$ cat src/rtl/tsim_pkg.sv
package tsim_pkg;
  localparam int NV = 4;
  localparam int NI = 1;
  localparam int SW = 2 * NV;
  localparam int XW = 2 * NI;
  localparam int CW = $clog2(NV + 2);

  typedef logic [1:0] tv_t;
  localparam tv_t T0 = 2'b00;
  localparam tv_t T1 = 2'b01;
  localparam tv_t TX = 2'b11;

  function automatic tv_t t_norm(tv_t a);
    return (a == 2'b10) ? TX : a;
  endfunction

  function automatic tv_t t_not(tv_t a);
    case (a)
      T0:      return T1;
      T1:      return T0;
      default: return TX;
    endcase
  endfunction

  function automatic tv_t t_or2(tv_t a, tv_t b);
    if (a == T1 || b == T1) return T1;
    if (a == T0 && b == T0) return T0;
    return TX;
  endfunction

  function automatic tv_t t_and2(tv_t a, tv_t b);
    if (a == T0 || b == T0) return T0;
    if (a == T1 && b == T1) return T1;
    return TX;
  endfunction

  function automatic tv_t t_lub(tv_t a, tv_t b);
    return (a == b) ? a : TX;
  endfunction

  // every variable of a is below or equal to the one in b
  function automatic logic vec_le(logic [SW-1:0] a, logic [SW-1:0] b);
    logic ok;
    ok = 1'b1;
    for (int i = 0; i < NV; i++)
      if (!(a[2*i+:2] == b[2*i+:2] || b[2*i+:2] == TX)) ok = 1'b0;
    return ok;
  endfunction

  function automatic logic vec_legal(logic [SW-1:0] a);
    logic ok;
    ok = 1'b1;
    for (int i = 0; i < NV; i++)
      if (a[2*i+:2] == 2'b10) ok = 1'b0;
    return ok;
  endfunction
endpackage

$ cat src/rtl/tsim_excite.sv
module tsim_excite
  import tsim_pkg::*;
(
  input  logic [XW-1:0] xin,
  input  logic [SW-1:0] st,
  output logic [SW-1:0] exc
);
  tv_t s0, s1, s2, s3, x;

  always_comb begin
    x  = xin[1:0];
    s0 = st[1:0];
    s1 = st[3:2];
    s2 = st[5:4];
    s3 = st[7:6];
    exc[1:0] = x;
    exc[3:2] = t_or2(s0, s1);
    exc[5:4] = t_not(s1);
    exc[7:6] = t_not(t_and2(t_and2(s0, s2), s3));
  end
endmodule

$ cat src/rtl/tsim_merge.sv
module tsim_merge
  import tsim_pkg::*;
(
  input  logic          narrow,
  input  logic [SW-1:0] st,
  input  logic [SW-1:0] exc,
  output logic [SW-1:0] nxt,
  output logic          same
);
  for (genvar i = 0; i < NV; i++) begin : g_var
    assign nxt[2*i+:2] = narrow ? exc[2*i+:2] : t_lub(st[2*i+:2], exc[2*i+:2]);
  end
  assign same = (nxt == st);
endmodule

$ cat src/rtl/tsim_ctrl.sv
module tsim_ctrl
  import tsim_pkg::*;
(
  input  logic          clk,
  input  logic          rst_n,
  input  logic          start,
  input  logic [XW-1:0] x_in,
  input  logic [SW-1:0] init_st,
  input  logic [SW-1:0] nxt,
  input  logic          same,
  output logic          narrow,
  output logic [XW-1:0] xr,
  output logic [SW-1:0] st,
  output logic [SW-1:0] res_a,
  output logic [CW-1:0] cnt_a,
  output logic [CW-1:0] cnt_b,
  output logic          done,
  output logic          busy,
  output logic          err,
  output logic          bad_code,
  output logic          step_vld,
  output logic          step_pass
);
  typedef enum logic [1:0] {S_IDLE, S_WIDE, S_NARR} ph_t;
  ph_t ph;

  localparam logic [CW-1:0] LIMIT = CW'(NV);

  logic accept, wide_adv, narr_adv, wide_over, narr_over;
  assign accept    = (ph == S_IDLE) && start;
  assign wide_over = (ph == S_WIDE) && !same && (cnt_a == LIMIT);
  assign narr_over = (ph == S_NARR) && !same && (cnt_b == LIMIT);
  assign wide_adv  = (ph == S_WIDE) && !same && !wide_over;
  assign narr_adv  = (ph == S_NARR) && !same && !narr_over;
  assign narrow    = (ph == S_NARR);
  assign busy      = (ph != S_IDLE);

  always_ff @(posedge clk or negedge rst_n) begin
    if (!rst_n) begin
      ph <= S_IDLE; xr <= '0; st <= '0; res_a <= '0;
      cnt_a <= '0; cnt_b <= '0; done <= 1'b0; err <= 1'b0;
      bad_code <= 1'b0; step_vld <= 1'b0; step_pass <= 1'b0;
    end else begin
      done <= 1'b0;
      step_vld <= 1'b0;
      case (ph)
        S_IDLE: if (accept) begin
          for (int i = 0; i < NI; i++) xr[2*i+:2] <= t_norm(x_in[2*i+:2]);
          for (int i = 0; i < NV; i++) st[2*i+:2] <= t_norm(init_st[2*i+:2]);
          bad_code <= !vec_legal(init_st) || (x_in[1:0] == 2'b10);
          cnt_a <= '0; cnt_b <= '0; err <= 1'b0;
          ph <= S_WIDE;
        end
        S_WIDE: begin
          if (same) begin
            res_a <= st; ph <= S_NARR;
          end else if (wide_over) begin
            res_a <= st; err <= 1'b1; done <= 1'b1; ph <= S_IDLE;
          end else begin
            st <= nxt; cnt_a <= cnt_a + 1'b1;
            step_vld <= 1'b1; step_pass <= 1'b0;
          end
        end
        S_NARR: begin
          if (same) begin
            done <= 1'b1; ph <= S_IDLE;
          end else if (narr_over) begin
            err <= 1'b1; done <= 1'b1; ph <= S_IDLE;
          end else begin
            st <= nxt; cnt_b <= cnt_b + 1'b1;
            step_vld <= 1'b1; step_pass <= 1'b1;
          end
        end
        default: ph <= S_IDLE;
      endcase
    end
  end

  // widening only raises toward X
  a_r5_wide_rises: assert property (@(posedge clk) disable iff (!rst_n)
    wide_adv |=> vec_le($past(st), st));
  // narrowing only lowers toward binary
  a_r5_narr_lowers: assert property (@(posedge clk) disable iff (!rst_n)
    narr_adv |=> vec_le(st, $past(st)));
  // done is a single-cycle pulse
  a_r8_done_pulse: assert property (@(posedge clk) disable iff (!rst_n)
    done |=> !done);
  // start while busy leaves captured input untouched
  a_r7_busy_ignores: assert property (@(posedge clk) disable iff (!rst_n)
    (busy && start) |=> $stable(xr));
  // the working state never holds the illegal code
  a_r1_state_legal: assert property (@(posedge clk) disable iff (!rst_n)
    vec_legal(st));
  // step counters stay within the variable count
  a_r6_count_bound: assert property (@(posedge clk) disable iff (!rst_n)
    (cnt_a <= LIMIT) && (cnt_b <= LIMIT));
  // a step strobe never coincides with done
  a_r9_step_not_done: assert property (@(posedge clk) disable iff (!rst_n)
    step_vld |-> !done);
endmodule

$ cat src/rtl/tsim_engine.sv
module tsim_engine
  import tsim_pkg::*;
(
  input  logic          clk,
  input  logic          rst_n,
  input  logic          start,
  input  logic [XW-1:0] x_in,
  input  logic [SW-1:0] init_st,
  output logic          done,
  output logic          busy,
  output logic [SW-1:0] res_a,
  output logic [SW-1:0] res_b,
  output logic [CW-1:0] cnt_a,
  output logic [CW-1:0] cnt_b,
  output logic          err,
  output logic          bad_code,
  output logic          step_vld,
  output logic          step_pass,
  output logic [SW-1:0] step_st
);
  logic [XW-1:0] xr;
  logic [SW-1:0] st, exc, nxt;
  logic          same, narrow;

  tsim_excite u_exc (.xin(xr), .st(st), .exc(exc));

  tsim_merge u_mrg (.narrow(narrow), .st(st), .exc(exc), .nxt(nxt), .same(same));

  tsim_ctrl u_ctl (
    .clk(clk), .rst_n(rst_n), .start(start), .x_in(x_in), .init_st(init_st),
    .nxt(nxt), .same(same), .narrow(narrow), .xr(xr), .st(st), .res_a(res_a),
    .cnt_a(cnt_a), .cnt_b(cnt_b), .done(done), .busy(busy), .err(err),
    .bad_code(bad_code), .step_vld(step_vld), .step_pass(step_pass)
  );

  assign res_b   = st;
  assign step_st = st;

  // done never rises while the engine still reports busy
  a_r8_done_idle: assert property (@(posedge clk) disable iff (!rst_n)
    done |-> !busy);
endmodule

$ cat config.mk
export PLATFORM = sky130hd
export DESIGN_NAME = tsim_engine
export DESIGN_NICKNAME = d
export VERILOG_FILES = /design/src/rtl/tsim_pkg.sv /design/src/rtl/tsim_excite.sv /design/src/rtl/tsim_merge.sv /design/src/rtl/tsim_ctrl.sv /design/src/rtl/tsim_engine.sv
export SDC_FILE = /design/constraint.sdc
export NUM_CORES = 1
export LEC_CHECK = 0
export BUFFER_PORTS_ARGS = -buffer_cell sky130_fd_sc_hd__buf_2
export CAP_MARGIN = 20
export CORE_MARGIN = 1.5
export CORE_UTILIZATION = 40
export CTS_CLUSTER_SIZE = 10
export DETAILED_ROUTE_END_ITERATION = 16
export MAX_ROUTING_LAYER = met4
export PLACE_DENSITY = 0.69
export SYNTH_ARGS = -nofsm -noshare
export SYNTH_HDL_FRONTEND = slang
export SYNTH_HIERARCHICAL = 1
export SYNTH_SLANG_ARGS = --single-unit
$ cat constraint.sdc
create_clock -name clk -period 2.6 [get_ports clk]
set_input_delay 0.52 -clock clk [delete_from_list [all_inputs] [get_ports clk]]
set_output_delay 0.52 -clock clk [all_outputs]
set_load 0.03 [all_outputs]
==> impl_metrics.xml <==
<?xml version="1.0" encoding="UTF-8"?>
<metrics>
  <group name="critical_path">
    <metric name="timing.critical_path.from_type" unit="">register</metric>
    <metric name="slowest_cell_on_the_critical_path" unit="">sky130_fd_sc_hd__dfrtp_2</metric>
    <metric name="path_class" unit="">register to register</metric>
    <metric name="slowest_delay" unit="ns">0.44</metric>
    <metric name="cp.arrival" unit="ns">2.84</metric>
    <metric name="critical_path.endpoint_type" unit="">register</metric>
    <metric name="timing.critical_path.fanout_max" unit="">6</metric>
    <metric name="critPathRequiredTime" unit="ns">2.76</metric>
    <metric name="crit_path_cell_trace" unit="">nor2b_4 -&gt; nand4_1 -&gt; buf_4 -&gt; o221ai_2 -&gt; o31a_1 -&gt; nor4_2 -&gt; buf_4 -&gt; nand2b_4 -&gt; o211a_4 -&gt; buf_12 -&gt; mux2_4</metric>
    <metric name="worst_path_most_repeated_cell" unit="">sky130_fd_sc_hd__buf_4</metric>
  </group>
  <group name="clock_tree">
    <metric name="tritoncts.num_buffers" unit="">5</metric>
    <metric name="clock_tree_from_tritoncts" unit="">built</metric>
    <metric name="clk_latency" unit="ns">0.28</metric>
    <metric name="cts-htree-levels" unit="">2</metric>
    <metric name="numClockSinks" unit="">31</metric>
    <metric name="deepest_clock_path_buffer_count" unit="">2</metric>
    <metric name="path_clk_slew" unit="ns">0.07</metric>
    <metric name="clock_tree.root_cell" unit="">sky130_fd_sc_hd__clkbuf_8</metric>
  </group>
  <group name="global_routing">
    <metric name="grt_pass1_vias" unit="">1794</metric>
    <metric name="grt_pass1_wl" unit="um">8650</metric>
    <metric name="antenna_found_initial" unit="">0</metric>
    <metric name="pin_count_of_the_biggest_net_entering_global_routing" unit="">32</metric>
    <metric name="grt_overflow" unit="">0</metric>
    <metric name="gr-usage-all-layers" unit="%">19.1</metric>
  </group>
  <group name="yosys">
    <metric name="ys_seq_elements" unit="">31</metric>
    <metric name="netlist.area_leader.share" unit="%">36.0</metric>
    <metric name="syn_nets" unit="">253</metric>
    <metric name="syn_avg_cell_area" unit="um^2">9.28</metric>
    <metric name="synth.cell_area" unit="mm^2">0.00215</metric>
    <metric name="number_of_enable_flip_flop_cells_after_synthesis" unit="">0</metric>
    <metric name="yosys.cell_types.count" unit="">48</metric>
    <metric name="synth-warning-count" unit="">6</metric>
    <metric name="yosys_most_used_dff" unit="">sky130_fd_sc_hd__dfrtp_1</metric>
    <metric name="ys_top_cells_by_area" unit="">sky130_fd_sc_hd__dfrtp_1 (36%), sky130_fd_sc_hd__o21ai_0 (6.5%), sky130_fd_sc_hd__mux2_4 (5.6%)</metric>
    <metric name="postSynthCellCount" unit="">232</metric>
    <metric name="asyncSetResetFlopFracSynth" unit="%">100</metric>
    <metric name="yosysSeqAreaShare" unit="%">36.0</metric>
    <metric name="netlist.top_cell.by_area" unit="">sky130_fd_sc_hd__dfrtp_1</metric>
  </group>
  <group name="placed_design">
    <metric name="place.gp.congestion" unit="">0.875</metric>
    <metric name="post-dp-hpwl" unit="um">3700</metric>
    <metric name="detailedPlace.worstSlack" unit="ns">-0.0692</metric>
    <metric name="numPlacedInstances" unit="">354</metric>
    <metric name="port_buffers" unit="">48</metric>
    <metric name="dpl-instance-area" unit="mm^2">0.00254</metric>
  </group>
  <group name="timing">
    <metric name="finalCritPeriodShare" unit="%">103</metric>
    <metric name="fin_hold_ws" unit="ns">0.277</metric>
    <metric name="timing.final.hold_violations" unit="">0</metric>
    <metric name="rsz0062_at_grt" unit="">yes</metric>
    <metric name="tmin_final" unit="ns">2.68</metric>
    <metric name="final_critical_path_setup_slack" unit="ns">-0.0804</metric>
    <metric name="final-max-slew-violation-count" unit="">0</metric>
    <metric name="final-setup-viol-count" unit="">10</metric>
    <metric name="finalSetupTns" unit="ns">-0.604</metric>
    <metric name="relative_slew_slack" unit="%">52.7</metric>
    <metric name="fmaxAchievable" unit="GHz">0.373</metric>
    <metric name="worst_clock_skew" unit="ns">0.00653</metric>
    <metric name="worst-slew-pin-transition" unit="ns">0.709</metric>
  </group>
  <group name="layout">
    <metric name="utilization" unit="%">53.7</metric>
    <metric name="finalNonFillerCells" unit="">365</metric>
    <metric name="flow.area_growth_from_synthesis" unit="%">28.2</metric>
    <metric name="stdcell_area" unit="mm^2">0.00276</metric>
    <metric name="multiInputGateArea" unit="mm^2">0.00125</metric>
    <metric name="nNetsFinal" unit="">315</metric>
    <metric name="final-seq-area" unit="um^2">786</metric>
    <metric name="nFillCells" unit="">509</metric>
    <metric name="layout-drive-gt1-share" unit="%">44.7</metric>
    <metric name="antenna-diode-count" unit="">0</metric>
  </group>
  <group name="floorplanning">
    <metric name="chipHeight" unit="um">76.4</metric>
    <metric name="die-area" unit="mm^2">0.00583</metric>
    <metric name="chipWidth" unit="um">76.4</metric>
    <metric name="rows" unit="">26</metric>
    <metric name="design.core.area" unit="mm^2">0.00514</metric>
    <metric name="floorplan.initialDensity" unit="%">41.9</metric>
    <metric name="total_i_o_pin_count" unit="">49</metric>
  </group>
  <group name="routing">
    <metric name="detail_route.wl_per_cell" unit="um">14.4</metric>
    <metric name="ant_nets" unit="">0</metric>
    <metric name="drt_iter0_markers" unit="">102</metric>
    <metric name="route.detailed.vias_per_inst" unit="">5.13</metric>
    <metric name="num_vias" unit="">1872</metric>
    <metric name="first_drt_pass_iteration_count" unit="">4</metric>
    <metric name="drt-total-wl" unit="um">5240</metric>
    <metric name="drc" unit="">0</metric>
  </group>
  <group name="power">
    <metric name="power_density" unit="mW/mm^2">1510</metric>
    <metric name="power.ir.vdd_worst" unit="mV">0.580</metric>
    <metric name="p_leak" unit="nW">1.30</metric>
    <metric name="total_power" unit="mW">4.15</metric>
  </group>
  <group name="run_status">
    <metric name="violations" unit="">negative setup slack</metric>
    <metric name="status" unit="">complete, but fails checks</metric>
  </group>
  <group name="flow_run">
    <metric name="timing.max_cap.violations" unit="">0</metric>
  </group>
  <group name="min_path">
    <metric name="worst_hold_path_type" unit="">input port to async pin</metric>
  </group>
</metrics>
report_power, final:
part / switching (mW) / leakage [nW] / internal (mW)
clock: 0.186 / 0.0515 / 0.242
sequential: 0.182 / 0.368 / 0.712
combinational: 1.61 / 0.884 / 1.22
cells in the final DEF, fill, tap and decap left out, drive strengths merged, types with 2 or more instances in the layout:
cell type / netlist / final
nor2b: 4 / 4
o221ai: 2 / 2
o2111ai: 2 / 2
o21ai: 30 / 30
nor3: 2 / 2
nand2: 19 / 19
xor2: 10 / 10
nor2: 9 / 9
clkbuf: 3 / 8
mux2: 20 / 20
and2: 3 / 3
inv: 24 / 24
nand2b: 12 / 12
a31oi: 2 / 2
a21oi: 7 / 7
buf: 15 / 73
nand4: 2 / 2
or2: 2 / 2
o22ai: 6 / 6
dfrtp: 31 / 31
o211a: 2 / 2
ha: 8 / 8
synthesized netlist by cell type (all sizes together) (2+ instances only):
library cell,instances
buf,15
o211a,2
clkbuf,3
a31oi,2
nand2,19
nand2b,12
or2,2
and2,3
nor2b,4
ha,8
inv,24
o221ai,2
xor2,10
mux2,20
nor2,9
o2111ai,2
o22ai,6
o21ai,30
a21oi,7
dfrtp,31
nand4,2
nor3,2
timing repair:
| item | in CTS | in global routing |
|---|---|---|
| setup endpoints to repair | 14 | 28 |
| setup buffers | 2 | 1 |
| pin swaps | 7 | 12 |
| resized for setup | 10 | 12 |
| hold endpoints to repair | 0 | 0 |
| hold buffers | 0 | 0 |
logic make-up after synthesis:
group	after synthesis	synth area share, %
multiplexers	20	11.9
flip-flops	31	36.0
buffers and inverters	43	10.5
XOR/XNOR	10	4.07
AO/OA/AOI/OAI	62	18.3
AND/OR/NAND/NOR	58	14.6
adder cells (fa/ha/maj)	8	4.65
per-layer routing:
layer	routed length (um)	global-route usage, %	share of wire [%]	up-vias
met2	2600	31.1	50	67
met3	245	4.07	4.7	12
met5	0	-	0	-
met4	115	7.41	2.2	0
li1	-	-	-	913
met1	2280	23.3	44	880
final cells by class:
cell class / instances / area share, %
clock buffers: 8 / 3.63
inverters: 25 / 3.40
multi-input cells: 158 / 45.2
flip-flops and latches: 31 / 28.5
well taps: 70 / 3.17
repair buffers: 73 / 16.1
worst paths after layout:
check                                            from                    endpoint  slack [ns]  cells after the start
max in group asynchronous                       rst_n     u_ctl/st[5]$_DFFE_PN0P_        1.82                      1
hold / removal                                  rst_n  u_ctl/cnt_b[0]$_DFFE_PN0P_        0.28                      1
hold reg to reg            u_ctl/res_a[4]$_DFFE_PN0P_  u_ctl/res_a[4]$_DFFE_PN0P_        0.49                      1
setup / recovery              u_ctl/st[0]$_DFFE_PN0P_     u_ctl/st[1]$_DFFE_PN0P_       -0.08                     11
setup reg to reg              u_ctl/st[0]$_DFFE_PN0P_     u_ctl/st[1]$_DFFE_PN0P_       -0.08                     11
min in group clk           u_ctl/res_a[4]$_DFFE_PN0P_  u_ctl/res_a[4]$_DFFE_PN0P_        0.49                      1
registers in the layout (all words and copies together), names as in the netlist, 2 cells and up:
signal / cells
u_ctl/ph: 2
u_ctl/cnt_a: 3
u_ctl/res_a: 8
u_ctl/cnt_b: 3
u_ctl/st: 8
u_ctl/xr: 2
worst max-delay path: cells and delay by family (launching register included):
kind	cells	cell delay [ns]
flip-flops	1	0.44
multiplexers	1	0.30
buffers and inverters	3	0.47
AO/OA/AOI/OAI	3	0.60
AND/OR/NAND/NOR	4	0.76
(Power assumes the default switching activity.)
